$ cat src/rtl/tva_pkg.sv
package tva_pkg;
  typedef enum logic [1:0] {
    FMT_B8   = 2'd0,
    FMT_B16  = 2'd1,
    FMT_B32  = 2'd2,
    FMT_PAGE = 2'd3
  } fmt_e;

  localparam int ORI_XINV = 0;
  localparam int ORI_YINV = 1;
  localparam int ORI_SWAP = 2;
  localparam int SH_W     = 5;

  typedef struct packed {
    logic [SH_W-1:0] xs;
    logic [SH_W-1:0] ys;
    logic [SH_W-1:0] xbits;
    logic [SH_W-1:0] ybits;
    logic [2:0]      bpe;
  } geom_t;
endpackage

$ cat src/rtl/tva_geom.sv
module tva_geom
  import tva_pkg::*;
#(
  parameter int CW_BITS   = 14,
  parameter int CH_BITS   = 13,
  parameter int SLOT_XBIT = 6,
  parameter int SLOT_YBIT = 6
) (
  input  logic [1:0] fmt,
  output geom_t      geom
);
  localparam int NFMT = 4;

  geom_t table_q [NFMT];

  // One geometry entry per format code, chosen at elaboration.
  for (genvar f = 0; f < NFMT; f++) begin : g_fmt
    localparam int XS  = (f == 3) ? SLOT_XBIT : (f == 2) ? 1 : 0;
    localparam int YS  = (f == 3) ? SLOT_YBIT : (f == 0) ? 0 : 1;
    localparam int BPE = (f == 1) ? 2 : (f == 2) ? 4 : 1;
    assign table_q[f].xs    = SH_W'(XS);
    assign table_q[f].ys    = SH_W'(YS);
    assign table_q[f].xbits = SH_W'(CW_BITS - XS);
    assign table_q[f].ybits = SH_W'(CH_BITS - YS);
    assign table_q[f].bpe   = 3'(BPE);
  end

  assign geom = table_q[fmt];
endmodule

$ cat src/rtl/tva_map.sv
module tva_map
  import tva_pkg::*;
#(
  parameter int CW_BITS = 14,
  parameter int CH_BITS = 13,
  parameter int COORD_W = 16,
  parameter int OFF_W   = CW_BITS + CH_BITS
) (
  input  geom_t              geom,
  input  logic [2:0]         orient,
  input  logic [COORD_W-1:0] x,
  input  logic [COORD_W-1:0] y,
  output logic [OFF_W-1:0]   offset,
  output logic [31:0]        stride,
  output logic               oor
);
  logic [31:0] xmask, ymask, xw, yw, xm, ym, lin, shifted;

  always_comb begin
    xmask = (32'd1 << geom.xbits) - 32'd1;
    ymask = (32'd1 << geom.ybits) - 32'd1;
    xw    = 32'(x);
    yw    = 32'(y);
    oor   = (xw > xmask) || (yw > ymask);
    xm    = orient[ORI_XINV] ? (xw ^ xmask) : xw;
    ym    = orient[ORI_YINV] ? (yw ^ ymask) : yw;
    if (orient[ORI_SWAP]) begin
      lin    = (xm << geom.ybits) + ym;
      stride = 32'd1 << (SH_W'(CH_BITS) + geom.xs);
    end else begin
      lin    = (ym << geom.xbits) + xm;
      stride = 32'd1 << (SH_W'(CW_BITS) + geom.ys);
    end
    shifted = lin << (geom.xs + geom.ys);
    offset  = oor ? '0 : shifted[OFF_W-1:0];
  end
endmodule

$ cat src/rtl/tva_stage.sv
module tva_stage #(
  parameter int W = 8
) (
  input  logic         clk,
  input  logic         rst_n,
  input  logic         in_valid,
  output logic         in_ready,
  input  logic [W-1:0] in_data,
  output logic         out_valid,
  input  logic         out_ready,
  output logic [W-1:0] out_data
);
  logic         vld_q;
  logic [W-1:0] dat_q;

  assign in_ready  = !vld_q || out_ready;
  assign out_valid = vld_q;
  assign out_data  = dat_q;

  always_ff @(posedge clk) begin
    if (!rst_n) begin
      vld_q <= 1'b0;
      dat_q <= '0;
    end else if (in_ready) begin
      vld_q <= in_valid;
      if (in_valid) dat_q <= in_data;
    end
  end

  assert_hold_under_stall_R2: assert property (@(posedge clk) disable iff (!rst_n)
    out_valid && !out_ready |=> out_valid && $stable(out_data));

  assert_accept_to_output_R2: assert property (@(posedge clk) disable iff (!rst_n)
    in_valid && in_ready |=> out_valid);

  assert_empty_after_reset_R1: assert property (@(posedge clk)
    $rose(rst_n) |-> !out_valid);
endmodule

$ cat src/rtl/tiled_view_addr.sv
module tiled_view_addr
  import tva_pkg::*;
#(
  parameter int CW_BITS   = 14,
  parameter int CH_BITS   = 13,
  parameter int SLOT_XBIT = 6,
  parameter int SLOT_YBIT = 6,
  parameter int COORD_W   = 16
) (
  input  logic               clk,
  input  logic               rst_n,
  input  logic               in_valid,
  output logic               in_ready,
  input  logic [1:0]         in_fmt,
  input  logic [2:0]         in_orient,
  input  logic [COORD_W-1:0] in_x,
  input  logic [COORD_W-1:0] in_y,
  output logic               out_valid,
  input  logic               out_ready,
  output logic [31:0]        out_addr,
  output logic [31:0]        out_stride,
  output logic               out_oor,
  output logic [2:0]         out_bpe
);
  localparam int OFF_W  = CW_BITS + CH_BITS;
  localparam int ADDR_W = OFF_W + 5;
  localparam int PAY_W  = 3 + 1 + 32 + ADDR_W;

  geom_t              geom;
  logic [OFF_W-1:0]   offset;
  logic [31:0]        stride;
  logic               oor;
  logic [ADDR_W-1:0]  addr_c;
  logic [PAY_W-1:0]   pay_in, pay_out;

  tva_geom #(
    .CW_BITS(CW_BITS), .CH_BITS(CH_BITS),
    .SLOT_XBIT(SLOT_XBIT), .SLOT_YBIT(SLOT_YBIT)
  ) u_geom (
    .fmt  (in_fmt),
    .geom (geom)
  );

  tva_map #(
    .CW_BITS(CW_BITS), .CH_BITS(CH_BITS), .COORD_W(COORD_W), .OFF_W(OFF_W)
  ) u_map (
    .geom   (geom),
    .orient (in_orient),
    .x      (in_x),
    .y      (in_y),
    .offset (offset),
    .stride (stride),
    .oor    (oor)
  );

  assign addr_c = oor ? '0 : {in_orient, in_fmt, offset};
  assign pay_in = {geom.bpe, oor, stride, addr_c};

  tva_stage #(.W(PAY_W)) u_stage (
    .clk       (clk),
    .rst_n     (rst_n),
    .in_valid  (in_valid),
    .in_ready  (in_ready),
    .in_data   (pay_in),
    .out_valid (out_valid),
    .out_ready (out_ready),
    .out_data  (pay_out)
  );

  assign out_addr   = 32'(pay_out[ADDR_W-1:0]);
  assign out_stride = pay_out[ADDR_W +: 32];
  assign out_oor    = pay_out[ADDR_W+32];
  assign out_bpe    = pay_out[ADDR_W+33 +: 3];

  assert_oor_zero_addr_R8: assert property (@(posedge clk) disable iff (!rst_n)
    out_valid && out_oor |-> out_addr == 32'd0);

  assert_stride_pow2_R9: assert property (@(posedge clk) disable iff (!rst_n)
    out_valid |-> $countones(out_stride) == 1);

  assert_bpe_pow2_R10: assert property (@(posedge clk) disable iff (!rst_n)
    out_valid |-> $countones(out_bpe) == 1);

  assert_fields_follow_input_R3: assert property (@(posedge clk) disable iff (!rst_n)
    in_valid && in_ready && !oor |=> out_addr[31:27] == {$past(in_orient), $past(in_fmt)});
endmodule

$ cat config.mk
export PLATFORM = sky130hd
export DESIGN_NAME = tiled_view_addr
export DESIGN_NICKNAME = d
export VERILOG_FILES = /design/src/rtl/tva_pkg.sv /design/src/rtl/tva_geom.sv /design/src/rtl/tva_map.sv /design/src/rtl/tva_stage.sv /design/src/rtl/tiled_view_addr.sv
export SDC_FILE = /design/constraint.sdc
export NUM_CORES = 1
export LEC_CHECK = 0
export CORE_MARGIN = 3
export CORE_UTILIZATION = 45
export CTS_BUF_LIST = sky130_fd_sc_hd__clkbuf_16
export DETAILED_ROUTE_END_ITERATION = 12
export GPL_ROUTABILITY_DRIVEN = 0
export PLACE_DENSITY = 0.68
export SYNTH_ARGS = -nofsm -noshare
export SYNTH_HDL_FRONTEND = slang
export SYNTH_SLANG_ARGS = --single-unit
$ cat constraint.sdc
create_clock -name clk -period 16.8 [get_ports clk]
set_input_delay 3.36 -clock clk [delete_from_list [all_inputs] [get_ports clk]]
set_output_delay 3.36 -clock clk [all_outputs]
set_load 0.05 [all_outputs]
==> qor.yml <==
status:
  status: "finished clean"
finish:
  fill_cells: 1595
  multi_input_area_um2: 6116
  antennaDiodeCount: 0
  drive_above_1_share: 0.07407
  final_cells: 1354
  num-nets-final: 1234
  syn_to_final_growth_pct: 19.54
  regArea_um2: 1381
floorplanning:
  initial_core_util: 0.4675
  die_w_um: 138.4
  io_pins: 111
  die_y_um: 138.4
  die_area_um2: 19160
  placementRows: 47
  core_um2: 16880
cts:
  ctsResizeCount: 0
  cts_sinks: 69
  post_cts_buffers: 0
  path_clk_slew_ps: 60
  cts_hold_buf: 0
  cts_tree: "done"
  h-tree-depth: 3
  cts_root_buf: "clkbuf_16"
  insertion_delay_ps: 330
  cts_buffer_depth: 2
  cts_buffers: 9
synth:
  ys_seq_area_frac: 0.1751
  yosys.area_share.simple: 0.2331
  synth_top_area_cell: "dfxtp_1"
  synth_top_family_by_area: "compound AO/OA/AOI/OAI gates"
  synth_xor_area_frac: 0.05630
  yosys_most_used_dff: "dfxtp_1"
  synth_edf_count: 0
  ys_seq_elements: 69
  post_synth_mux_area_share: 0.1123
  yosysUniqueCellTypes: 86
  syn_inst: 1064
  synth_compound_area_frac: 0.2659
  yosys-top-cells-area: "dfxtp_1 (18%), ha_1 (10%), a21oi_1 (6.6%), mux2i_1 (6.3%), nor2_1 (5.8%)"
  syn_area_per_cell_um2: 7.415
  synth_fa_ha_area_frac: 0.1024
  ys_warn_count: 0
  synthArstFlopShare: 0
  syn_area_um2: 7890
  yosys-top-cells-count: "nor2_1 (121), a21oi_1 (104), nand2_1 (92)"
  synth_top_area_share: 0.1751
  yosysMostFrequentCell: "nor2_1"
global_route:
  grt_max_degree: 71
  grt-ovfl-total: 0
  grt_pass1_vias: 7591
  grt_pass1_wl_um: 42650
  antenna_found_initial: 0
  grt_usage: 0.2680
pwr:
  ir_drop_mv: 0.07992
  p_per_area_nw_per_um2: 77.97
  p_leak_nw: 3.870
worst_setup_path:
  start_kind: "input port"
  cpLargestDelayFamily: "compound AO/OA/AOI/OAI gates"
  critPathBufInv: 4
  worstPathRequired_ps: 17020
  cp_cell_sequence: "clkdlybuf4s50_1 -> buf_4 -> inv_1 -> ha_1 -> buf_4 -> mux2i_1 -> a21oi_1 -> xnor2_1 -> nor2_1 -> ha_1 -> and3_1 -> and2_1 -> and4_1 -> o31ai_1 -> a2111oi_0 -> o221ai_1 -> o211ai_1 -> a211oi_1 -> o41a_1"
  worstPathMaxFanout: 36
  critPathKind: "input port to flip-flop"
  critPathSlowestCell: "a2111oi_0"
  cp.arrival_ps: 8940
  crit_path_end_kind: "flip-flop"
  cpPeakStageDelay_ps: 720
detailed_routing:
  postRouteWirelength_um: 26580
  drc: 0
  final_antenna_net_count: 0
  detail_route.wl_per_cell_um: 19.63
  routed-via-count: 8359
  drt_iter0_markers: 922
  dr.pass1.iters: 5
  viasPerCell: 6.174
timing:
  relSlewSlack: 0.2423
  clock_skew_ps: 7.317
  finalMaxSlewViolations: 0
  fmax_mhz: 114.7
  rsz0062_at_grt: "no"
  setup-violations-final: 0
  fin_crit_ps: 8718
  hold_violations: 0
  fin_setup_tns_ps: 0
  min_period_over_period: 0.5189
  fin_ws_ps: 8082
  tightest_slew_ps: 1137
run:
  drv_cap: 0
placement:
  hpwl_um: 20540
  dp_cells: 1338
  dp_slack_ps: 7899
  portBuffers: 110
min_path:
  hold_class: "flip-flop to flip-flop"
[report_power, final]
group,switching (mW),internal [mW]
clock network,0.0739,0.130
logic,0.224,0.139
registers,0.00170,0.166
[cell families (layout without fill, tap and decap cells)]
group	after synthesis	count (layout)
muxes	73	73
other	1	8
adders and majority gates	64	64
DFF	69	69
AOI/OAI and AO/OA	316	316
and+or+nand+nor	381	381
buffers and inverters	111	174
xor gates and xnor gates	49	49
[layer usage]
layer	wire, µm	GRT usage	share of wire
met4	993	0.09724	0.037
met5	0	0	0
met3	2163	0.03384	0.081
met1	12090	0.3889	0.45
met2	11340	0.4075	0.43
[through the flow]
step / util / hold slack, ps / instance area, µm² / power [mW]
4_1_cts: 0.5588 / 450.5 / 9432 / 0.7296
3_5_place_dp: 0.5397 / 444.4 / 9109 / 0.5244
6_report: 0.5588 / 449.2 / 9432 / 0.7354
3_3_place_gp: 0.5397 / 440.6 / 9109 / 0.5235
5_1_grt: 0.5588 / 466.1 / 9432 / 0.7777
2_1_floorplan: - / 671.0 / 7916 / 0.4311
[placed cells by master, fill, tap and decap left out, drive strengths merged, types with 10 or more instances in the layout]
cell,n
a22oi,17
nor2,121
a221oi,11
mux4,11
buf,17
a21o,20
ha,63
nand2b,10
and3,32
xor2,17
mux2i,51
a21oi,105
nand4,12
a211oi,22
clkdlybuf4s50,109
nand3,25
mux2,11
nor3,30
dfxtp,69
and2,19
nand2,92
o21ai,57
a31oi,13
xnor2,32
inv,33
[final cells by class]
type,count,share of cell area
clock inverter,7,0.01035
clock buffer,9,0.02388
multi-input combinational,891,0.6484
inverter,32,0.01274
tap,220,0.02919
sequential,69,0.1465
timing repair buffer,126,0.1289
[worst min-delay path: cells and delay by family, from the launching register on]
family	cells	cell delay (ps)
compound gates	1	50
simple gates	1	50
flops	1	300
[sequential cells by signal, summed over array words and instances, names as in the netlist]
register and cells:
u_stage.out_data 68, u_stage.out_valid 1
[worst paths after layout]
| check | startpoint | to | slack [ps] | cells after the start |
|---|---|---|---|---|
| setup / recovery | in_fmt[1] | u_stage.out_data[26] | 8080 | 19 |
| hold / removal | u_stage.out_data[8] | u_stage.out_data[8] | 450 | 2 |
| setup reg to reg | u_stage.out_valid | u_stage.out_data[24] | 14640 | 8 |
| hold reg to reg | u_stage.out_data[8] | u_stage.out_data[8] | 450 | 2 |
(Power assumes the default switching activity.)
